$ cat config.mk
export PLATFORM = sky130hd
export DESIGN_NAME = spi_crc_engine
export DESIGN_NICKNAME = d
export VERILOG_FILES = /design/src/rtl/spi_crc_pkg.sv /design/src/rtl/spi_crc_fold.sv /design/src/rtl/spi_crc_chan.sv /design/src/rtl/spi_crc_ctrl.sv /design/src/rtl/spi_crc_engine.sv
export SDC_FILE = /design/constraint.sdc
export NUM_CORES = 1
export LEC_CHECK = 0
export BUFFER_PORTS_ARGS = -buffer_cell sky130_fd_sc_hd__buf_2
export CORE_MARGIN = 5
export CORE_UTILIZATION = 30
export CTS_CLUSTER_DIAMETER = 40
export CTS_CLUSTER_SIZE = 8
export DETAILED_ROUTE_END_ITERATION = 7
export PLACE_DENSITY = 0.53
export SYNTH_ARGS = -nofsm -noshare
export SYNTH_HDL_FRONTEND = slang
export SYNTH_SLANG_ARGS = --single-unit
$ cat constraint.sdc
create_clock -name clk -period 7.7 [get_ports clk]
set_input_delay 1.54 -clock clk [delete_from_list [all_inputs] [get_ports clk]]
set_output_delay 1.54 -clock clk [all_outputs]
set_load 0.02 [all_outputs]
$ cat src/rtl/spi_crc_pkg.sv
package spi_crc_pkg;
   typedef enum logic {
      FMT_NARROW = 1'b0,
      FMT_WIDE   = 1'b1
   } frame_fmt_e;

   localparam int unsigned CHAN_TX  = 0;
   localparam int unsigned CHAN_RX  = 1;
   localparam int unsigned NUM_CHAN = 2;
endpackage

$ cat src/rtl/spi_crc_fold.sv
module spi_crc_fold #(
   parameter int unsigned W = 8
) (
   input  logic [W-1:0] crc_in,
   input  logic [W-1:0] data_in,
   input  logic [W-1:0] poly_in,
   output logic [W-1:0] crc_out
);
   initial begin
      if (W < 2) $error("spi_crc_fold: W must be at least 2");
   end

   always_comb begin
      logic [W-1:0] acc;
      logic         fb;
      acc = crc_in;
      for (int i = W - 1; i >= 0; i--) begin
         fb  = acc[W-1] ^ data_in[i];
         acc = {acc[W-2:0], 1'b0};
         if (fb) acc = acc ^ poly_in;
      end
      crc_out = acc;
   end
endmodule

$ cat src/rtl/spi_crc_chan.sv
module spi_crc_chan #(
   parameter int unsigned WIDE_W   = 16,
   parameter int unsigned NARROW_W = 8
) (
   input  logic              clk,
   input  logic              rst_n,
   input  logic              en,
   input  logic              wide,
   input  logic              upd,
   input  logic [WIDE_W-1:0] data,
   input  logic [WIDE_W-1:0] poly,
   output logic [WIDE_W-1:0] crc
);
   localparam int unsigned PAD_W = WIDE_W - NARROW_W;

   logic [WIDE_W-1:0]   crc_q;
   logic [WIDE_W-1:0]   wide_nxt;
   logic [NARROW_W-1:0] narrow_nxt;
   logic [WIDE_W-1:0]   sel_nxt;

   spi_crc_fold #(.W(WIDE_W)) u_fold_wide (
      .crc_in (crc_q),
      .data_in(data),
      .poly_in(poly),
      .crc_out(wide_nxt)
   );

   spi_crc_fold #(.W(NARROW_W)) u_fold_narrow (
      .crc_in (crc_q[NARROW_W-1:0]),
      .data_in(data[NARROW_W-1:0]),
      .poly_in(poly[NARROW_W-1:0]),
      .crc_out(narrow_nxt)
   );

   assign sel_nxt = wide ? wide_nxt : {{PAD_W{1'b0}}, narrow_nxt};

   always_ff @(posedge clk) begin
      if (!rst_n)      crc_q <= '0;
      else if (!en)    crc_q <= '0;
      else if (upd)    crc_q <= sel_nxt;
   end

   assign crc = crc_q;
endmodule

$ cat src/rtl/spi_crc_ctrl.sv
module spi_crc_ctrl (
   input  logic clk,
   input  logic rst_n,
   input  logic en,
   input  logic next_req,
   input  logic tx_done,
   input  logic rx_done,
   input  logic rx_match,
   input  logic stat_wr,
   input  logic stat_wdata,
   output logic tx_upd,
   output logic rx_upd,
   output logic crc_next,
   output logic crc_phase,
   output logic crc_err
);
   logic next_q, phase_q, err_q;
   logic err_set, err_clr;

   assign tx_upd = tx_done && !phase_q;
   assign rx_upd = rx_done && !phase_q;

   always_ff @(posedge clk) begin
      if (!rst_n) begin
         next_q  <= 1'b0;
         phase_q <= 1'b0;
      end else if (!en) begin
         next_q  <= 1'b0;
         phase_q <= 1'b0;
      end else begin
         if (tx_done && phase_q) begin
            phase_q <= 1'b0;
            next_q  <= next_req;
         end else begin
            if (tx_done && next_q) phase_q <= 1'b1;
            if (next_req)          next_q  <= 1'b1;
         end
      end
   end

   assign err_set = en && rx_done && phase_q && !rx_match;
   assign err_clr = stat_wr && !stat_wdata;

   always_ff @(posedge clk) begin
      if (!rst_n)       err_q <= 1'b0;
      else if (err_set) err_q <= 1'b1;
      else if (err_clr) err_q <= 1'b0;
   end

   assign crc_next  = next_q;
   assign crc_phase = phase_q;
   assign crc_err   = err_q;
endmodule

$ cat src/rtl/spi_crc_engine.sv
module spi_crc_engine #(
   parameter int unsigned WIDE_W     = 16,
   parameter int unsigned NARROW_W   = 8,
   parameter logic [15:0] POLY_RESET = 16'h0007
) (
   input  logic              clk,
   input  logic              rst_n,
   input  logic              crc_en,
   input  logic              frame_wide,
   input  logic              poly_wr,
   input  logic [WIDE_W-1:0] poly_wdata,
   input  logic              next_req,
   input  logic              tx_done,
   input  logic [WIDE_W-1:0] tx_data,
   input  logic              rx_done,
   input  logic [WIDE_W-1:0] rx_data,
   input  logic              stat_wr,
   input  logic              stat_wdata,
   output logic [WIDE_W-1:0] poly,
   output logic [WIDE_W-1:0] tx_crc,
   output logic [WIDE_W-1:0] rx_crc,
   output logic              crc_next,
   output logic              crc_phase,
   output logic              crc_err
);
   import spi_crc_pkg::*;

   localparam int unsigned PAD_W = WIDE_W - NARROW_W;

   generate
      if (NARROW_W >= WIDE_W) begin : g_bad_width
         initial $error("spi_crc_engine: NARROW_W must be below WIDE_W");
      end
      if (WIDE_W > 16) begin : g_bad_reset
         initial $error("spi_crc_engine: POLY_RESET is 16 bits wide");
      end
   endgenerate

   frame_fmt_e fmt;
   assign fmt = frame_fmt_e'(frame_wide);

   logic [WIDE_W-1:0] poly_q;
   always_ff @(posedge clk) begin
      if (!rst_n)       poly_q <= WIDE_W'(POLY_RESET);
      else if (poly_wr) poly_q <= poly_wdata;
   end
   assign poly = poly_q;

   logic tx_upd, rx_upd, rx_match;

   logic [NUM_CHAN-1:0]             upd_v;
   logic [NUM_CHAN-1:0][WIDE_W-1:0] data_v;
   logic [NUM_CHAN-1:0][WIDE_W-1:0] crc_v;

   assign upd_v[CHAN_TX]  = tx_upd;
   assign upd_v[CHAN_RX]  = rx_upd;
   assign data_v[CHAN_TX] = tx_data;
   assign data_v[CHAN_RX] = rx_data;

   for (genvar c = 0; c < NUM_CHAN; c++) begin : g_chan
      spi_crc_chan #(.WIDE_W(WIDE_W), .NARROW_W(NARROW_W)) u_chan (
         .clk  (clk),
         .rst_n(rst_n),
         .en   (crc_en),
         .wide (fmt == FMT_WIDE),
         .upd  (upd_v[c]),
         .data (data_v[c]),
         .poly (poly_q),
         .crc  (crc_v[c])
      );
   end

   assign tx_crc = crc_v[CHAN_TX];
   assign rx_crc = crc_v[CHAN_RX];

   assign rx_match = (fmt == FMT_WIDE)
                   ? (rx_data == crc_v[CHAN_RX])
                   : (rx_data[NARROW_W-1:0] == crc_v[CHAN_RX][NARROW_W-1:0]);

   logic unused_pad;
   assign unused_pad = ^{PAD_W{1'b0}};

   spi_crc_ctrl u_ctrl (
      .clk       (clk),
      .rst_n     (rst_n),
      .en        (crc_en),
      .next_req  (next_req),
      .tx_done   (tx_done),
      .rx_done   (rx_done),
      .rx_match  (rx_match),
      .stat_wr   (stat_wr),
      .stat_wdata(stat_wdata),
      .tx_upd    (tx_upd),
      .rx_upd    (rx_upd),
      .crc_next  (crc_next),
      .crc_phase (crc_phase),
      .crc_err   (crc_err)
   );
endmodule

# Word level (Yosys, flattened, before mapping)
# Index checks and enable logic that the tools add are counted.
[totals]
register_bits = 51
latch_bits = 0
mem_bits_rw = 0
rom_bits = 0
in_bits = 58
output_inout_bits = 51
wordCells = 176
memories = 0
[classes]
n_addsub = 0
multipliers = 0
n_div = 0
order_cmp = 0
eq_ne = 2
n_shift = 0
muxes = 55
bitwise = 98
n_reduce_logical = 15
[op_table]
columns = ["cell", "n"]
rows = [
  ["$mux 16", 34],
  ["$xor 16x16->16", 32],
  ["$mux 8", 16],
  ["$xor 8x8->8", 16],
  ["$xor 1x1->1", 48],
  ["$eq 16x16->1", 1],
  ["$eq 8x8->1", 1],
  ["$logic_and 1x1->1", 8],
  ["$mux 1", 5],
  ["$reduce_bool 2->1", 2],
  ["$logic_not 1->1", 3],
  ["$reduce_or 3->1", 1],
  ["$not 1->1", 2],
  ["$reduce_and 2->1", 1],
]

# Depth between registers and ports, before layout
[depth]
ltp_word = 33
depth_mapped = 30
ltp_nobuf = 23

# By module
# A second synthesis with hierarchy kept.
[unflattened]
hier_cells = 2487
hier_area_um2 = 17473.0
[modules_own_cells]
columns = ["mod", "n_inst", "cells_per_inst", "area_per_inst_um2", "seq_area_each_um2"]
rows = [
  ["spi_crc_fold (g_chan[0].u_chan.u_fold_wide ...)", 2, 931, 6139.6, 0.0],
  ["spi_crc_fold (g_chan[0].u_chan.u_fold_narrow ...)", 2, 197, 1462.7, 0.0],
  ["spi_crc_chan", 2, 71, 674.4, 320.3],
  ["spi_crc_engine", 1, 73, 779.5, 320.3],
  ["spi_crc_ctrl", 1, 16, 140.1, 60.1],
]

# Worst setup path before layout
# OpenSTA, ideal clock, no wires.
[synth_path]
path_type = "input-to-reg"
startpoint = "input tx_data[14]"
endpoint = "register g_chan[0].u_chan.crc_q[7]"
setup_time_ns = 0.117
arrival_time_ns = 7.807
required_ns = 7.583
setup_slack_ns = -0.225
cell_stages = 27
n_path_buf = 4
cell_sequence = "xnor2_1 > nor2_1 > and3_1 > or4_1 > and2_1 > clkbuf_1 > o211ai_1 > and4_1 > buf_2 > nor2_2 > a311oi_1 > xnor2_2 > a32oi_1 > a21boi_1 > buf_2 > nor4_1 > a2111oi_4 > xnor2_2 > mux2i_1 > xnor3_1 > o311a_1 > a211oi_2 > xor2_1 > and2_1 > buf_2 > a221o_1 > a32o_1"
[synth_between]
elab_chain_cells = 31
word_cells_on_any_way = 45
cone_classes = "mux: 16; bitwise: 29"
[synth_rtl]
columns = ["element", "line_no", "source"]
rows = [
  ["start: declaration", "spi_crc_engine.sv:14", "input logic [WIDE_W-1:0] tx_data,"],
  ["$xor 1x1->1 (*)", "spi_crc_fold.sv:18", "fb = acc[W-1] ^ data_in[i];"],
  ["$mux 16 (*)", "spi_crc_fold.sv:20", "if (fb) acc = acc ^ poly_in;"],
  ["$xor 16x16->16 or $xor 1x1->1 (tied branches)", "spi_crc_fold.sv:20, spi_crc_fold.sv:18", ""],
  ["$mux 16 (*)", "spi_crc_fold.sv:20", ""],
  ["$xor 16x16->16 or $xor 1x1->1 (tied branches)", "spi_crc_fold.sv:20, spi_crc_fold.sv:18", ""],
  ["$mux 16 (*)", "spi_crc_fold.sv:20", ""],
  ["$xor 16x16->16 or $xor 1x1->1 (tied branches)", "spi_crc_fold.sv:20, spi_crc_fold.sv:18", ""],
  ["$mux 16 (*)", "spi_crc_fold.sv:20", ""],
  ["(+15 left out)", "n/a", ""],
  ["$mux 16 (*)", "spi_crc_fold.sv:20", ""],
  ["$xor 16x16->16 or $xor 1x1->1 (tied branches)", "spi_crc_fold.sv:20, spi_crc_fold.sv:18", ""],
  ["$mux 16 (*)", "spi_crc_fold.sv:20", ""],
  ["$xor 16x16->16 or $xor 1x1->1 (tied branches)", "spi_crc_fold.sv:20, spi_crc_fold.sv:18", ""],
  ["$mux 16 (*)", "spi_crc_fold.sv:20", ""],
  ["$xor 16x16->16 or $xor 1x1->1 (tied branches)", "spi_crc_fold.sv:20, spi_crc_fold.sv:18", ""],
  ["$mux 16 (*)", "spi_crc_fold.sv:20", ""],
  ["$mux 16 (*)", "spi_crc_chan.sv:35", "assign sel_nxt = wide ? wide_nxt : {{PAD_W{1'b0}}, narrow_nxt};"],
  ["end signal: assignment", "spi_crc_chan.sv:40", "else if (upd) crc_q <= sel_nxt;"],
  ["end: declaration", "spi_crc_chan.sv:16", "logic [WIDE_W-1:0] crc_q;"],
]
# Every way passes the cells marked *; elsewhere a longest branch is shown, timed or not.
# A chain may end at the register's enable or synchronous reset.

# Worst setup path in the final report
[layout_path]
startpoint = "input tx_data[15]"
endpoint = "register g_chan[0].u_chan.crc_q[7]"
[layout_between]
elab_chain_cells = 33
word_cells_on_any_way = 48
cone_classes = "mux: 17; bitwise: 31"
[layout_rtl]
columns = ["element", "line_no"]
rows = [
  ["$xor 1x1->1 (*)", "spi_crc_fold.sv:18"],
  ["$mux 16 (*)", "spi_crc_fold.sv:20"],
  ["$xor 16x16->16 or $xor 1x1->1 (tied branches)", "spi_crc_fold.sv:20, spi_crc_fold.sv:18"],
  ["$mux 16 (*)", "spi_crc_fold.sv:20"],
  ["$xor 16x16->16 or $xor 1x1->1 (tied branches)", "spi_crc_fold.sv:20, spi_crc_fold.sv:18"],
  ["$mux 16 (*)", "spi_crc_fold.sv:20"],
  ["$xor 16x16->16 or $xor 1x1->1 (tied branches)", "spi_crc_fold.sv:20, spi_crc_fold.sv:18"],
  ["$mux 16 (*)", "spi_crc_fold.sv:20"],
  ["(+17 left out)", "n/a"],
  ["$mux 16 (*)", "spi_crc_fold.sv:20"],
  ["$xor 16x16->16 or $xor 1x1->1 (tied branches)", "spi_crc_fold.sv:20, spi_crc_fold.sv:18"],
  ["$mux 16 (*)", "spi_crc_fold.sv:20"],
  ["$xor 16x16->16 or $xor 1x1->1 (tied branches)", "spi_crc_fold.sv:20, spi_crc_fold.sv:18"],
  ["$mux 16 (*)", "spi_crc_fold.sv:20"],
  ["$xor 16x16->16 or $xor 1x1->1 (tied branches)", "spi_crc_fold.sv:20, spi_crc_fold.sv:18"],
  ["$mux 16 (*)", "spi_crc_fold.sv:20"],
  ["$mux 16 (*)", "spi_crc_chan.sv:35"],
]
# Marked as above.

==> results.sh <==
export IMPL_end_kind="register"
export IMPL_place_hpwl_um=44900
export IMPL_fin_crit_sh_pct=101
export IMPL_tightest_slew_ps=911
export IMPL_drt_wl_total_um=60000
export IMPL_cts_hold_buf=0
export IMPL_synthTopCellsByArea="xnor2_1 27%, nand2_1 14%, dfxtp_1 7.2%"
export IMPL_die_area_sq_um=51500
export IMPL_crit_fanout=6
export IMPL_area_growth_synth_to_final_pct=34.3
export IMPL_setup_slack_ps=-96.9
export IMPL_via_per_inst=5.49
export IMPL_die_x_um=227
export IMPL_violations="setup timing"
export IMPL_ctsHtreeMaxLevel=2
export IMPL_start_util_pct=30.3
export IMPL_antenna_cells=0
export IMPL_synth_seq_cells=51
export IMPL_final_nets=2464
export IMPL_status="complete, but fails checks"
export IMPL_ctsLongestPathBuffers=2
export IMPL_fin_cells=3014
export IMPL_final_area_sq_um=19000
export IMPL_grt_pass1_vias=15800
export IMPL_async_flop_share_pct=0
export IMPL_path_clk_slew_ps=70
export IMPL_drt_pass1_iter_count=5
export IMPL_antenna_found_initial=0
export IMPL_drc=0
export IMPL_worstSkewPairLatency_ps=300
export IMPL_synth_edff_count=0
export IMPL_ant_nets=0
export IMPL_port_buffers=108
export IMPL_cts_tree="done"
export IMPL_hold_viol_final=0
export IMPL_dp_cells=2968
export IMPL_setup_viol=7
export IMPL_fin_skew_ps=8.21
export IMPL_timing_fmax_ghz=0.128
export IMPL_core_area_sq_um=46600
export IMPL_final_max_slew_violation_count=0
export IMPL_synth_net_count=2149
export IMPL_grt_max_degree=57
export IMPL_post_route_min_period_ps=7800
export IMPL_grt_overflow=0
export IMPL_crit_required_ps=7890
export IMPL_grt_total_usage_pct=22.3
export IMPL_yosysUniqueCellTypes=95
export IMPL_maxCapViolations=0
export IMPL_start_kind="input pin"
export IMPL_cts_root_buf="clkbuf_16"
export IMPL_synth_top_cell_by_area="xnor2_1"
export IMPL_post_synth_top_count_cell="nand2_1"
export IMPL_critPathKind="in -> reg"
export IMPL_rsz0062_at_grt="yes"
export IMPL_slew_headroom_pct=39.0
export IMPL_wl_per_cell_um=19.9
export IMPL_synth_area_sq_um=14100
export IMPL_drive_gt1_share_pct=28.7
export IMPL_synth_seq_area_share_pct=7.23
export IMPL_numCtsBuffers=5
export IMPL_ios=109
export IMPL_synth_warnings=0
export IMPL_hold_class="reg -> reg"
export IMPL_fp_dieH_um=227
export IMPL_synth_flop_cell="dfxtp_1"
export IMPL_critPathArrivalTime_ps=7990
export IMPL_clock_sinks=51
export IMPL_synth_top_cells_by_count="530 x nand2_1, 442 x xnor2_1, 112 x clkbuf_1"
export IMPL_place_congestion=0.920
export IMPL_syn_area_per_cell_sq_um=6.76
export IMPL_vias=16500
export IMPL_yosys_area_top_type_share_pct=27.4
export IMPL_syn_inst=2091
export IMPL_grt_pass1_wl_um=91900
export IMPL_critical_path_max_stage_delay_ps=410
export IMPL_critical_path_slowest_cell="a2111oi_4"
export IMPL_dpl_cell_area_sq_um=17400
export IMPL_rows=79
export IMPL_r2r_slack_ps=560
export IMPL_first_iter_violations=1375
## cell type report
| type | count | area (sq um) |
|---|---|---|
| tap | 607 | 759 |
| fill | 4858 | 27600 |
| clock inverter | 2 | 60.1 |
| sequential | 51 | 1040 |
| timing repair buffer | 483 | 3480 |
| inverter | 11 | 41.3 |
| multi-input combinational | 1854 | 13500 |
| clock buffer | 6 | 129 |
## metal layers
| metal | wire [um] | global-route usage [%] | up-vias |
|---|---|---|---|
| met5 | 0 | 0 | - |
| met4 | 1970 | 6.48 | 0 |
| met3 | 4010 | 2.85 | 113 |
| met2 | 26900 | 35.5 | 648 |
| met1 | 27200 | 31.6 | 7938 |
| li1 | - | - | 7850 |
## repair_timing
action / CTS / global route
setup endpoints to repair: 30 / 32
gates cloned: 1 / 1
gates resized for setup: 49 / 145
pin swaps: 25 / 45
buffers inserted: 16 / 22
## cells in the final DEF, fill, tap and decap left out, drive strengths merged, types with 9 or more instances in the layout
cell / count
nor2b: 22
xnor3: 15
a21o: 13
dfxtp: 51
o31ai: 10
a211o: 10
a211oi: 27
inv: 9
o31a: 9
o22ai: 34
mux2i: 35
and2: 10
o211a: 9
buf: 483
a311oi: 12
nand2: 530
or3: 9
o21a: 13
nor2: 77
nand3: 42
o21ai: 74
a21boi: 9
o211ai: 17
a32oi: 38
a22oi: 12
and3: 20
or2: 12
nor3: 51
xor2: 69
a21oi: 87
mux2: 14
xnor2: 449
nor4: 15
## final timing paths
kind	startpoint	end	cells after the start
hold reg to reg	g_chan[0].u_chan.crc[0]	g_chan[0].u_chan.crc[0]	2
setup reg to reg	poly[15]	g_chan[0].u_chan.crc[7]	28
setup / recovery	tx_data[15]	g_chan[0].u_chan.crc[7]	31
hold / removal	g_chan[0].u_chan.crc[0]	g_chan[0].u_chan.crc[0]	2
## flip-flops by register name (all words and copies together), names as in the netlist
register           cells
u_ctrl.crc_next        1
u_ctrl.crc_err         1
poly                  16
g_chan.u_chan.crc     32
u_ctrl.crc_phase       1
## through the flow
stage,hold slack [ps],TNS (ps),setup WS [ps],utilization [%]
5_1_grt,513,-6660,-344,40.7
3_3_place_gp,462,-10200,-513,37.5
3_5_place_dp,466,-13340,-622,37.5
2_1_floorplan,545,0,3.91,-
4_1_cts,482,0,5.39,38.7
6_report,489,-151,-96.9,40.7
## logic make-up after synthesis
kind of cell           Yosys count  share of synthesized area [%]
AO/OA/AOI/OAI                  445                           22.8
AND/OR/NAND/NOR                823                           25.5
flip-flops                      51                           7.23
buffers and inverters          187                           5.27
XOR/XNOR                       536                           35.7
multiplexers                    49                           3.60
## worst max-delay path, delay by kind of cell
| kind | cells | cell delay [ps] |
|---|---|---|
| buffers and inverters | 8 | 1140 |
| AO/OA/AOI/OAI | 12 | 3280 |
| AND/OR/NAND/NOR | 8 | 1590 |
| XOR/XNOR | 3 | 410 |
Power is left out: the tool's default activity adds up to more than one toggle a clock period on the data nets, which glitch-free logic cannot reach.
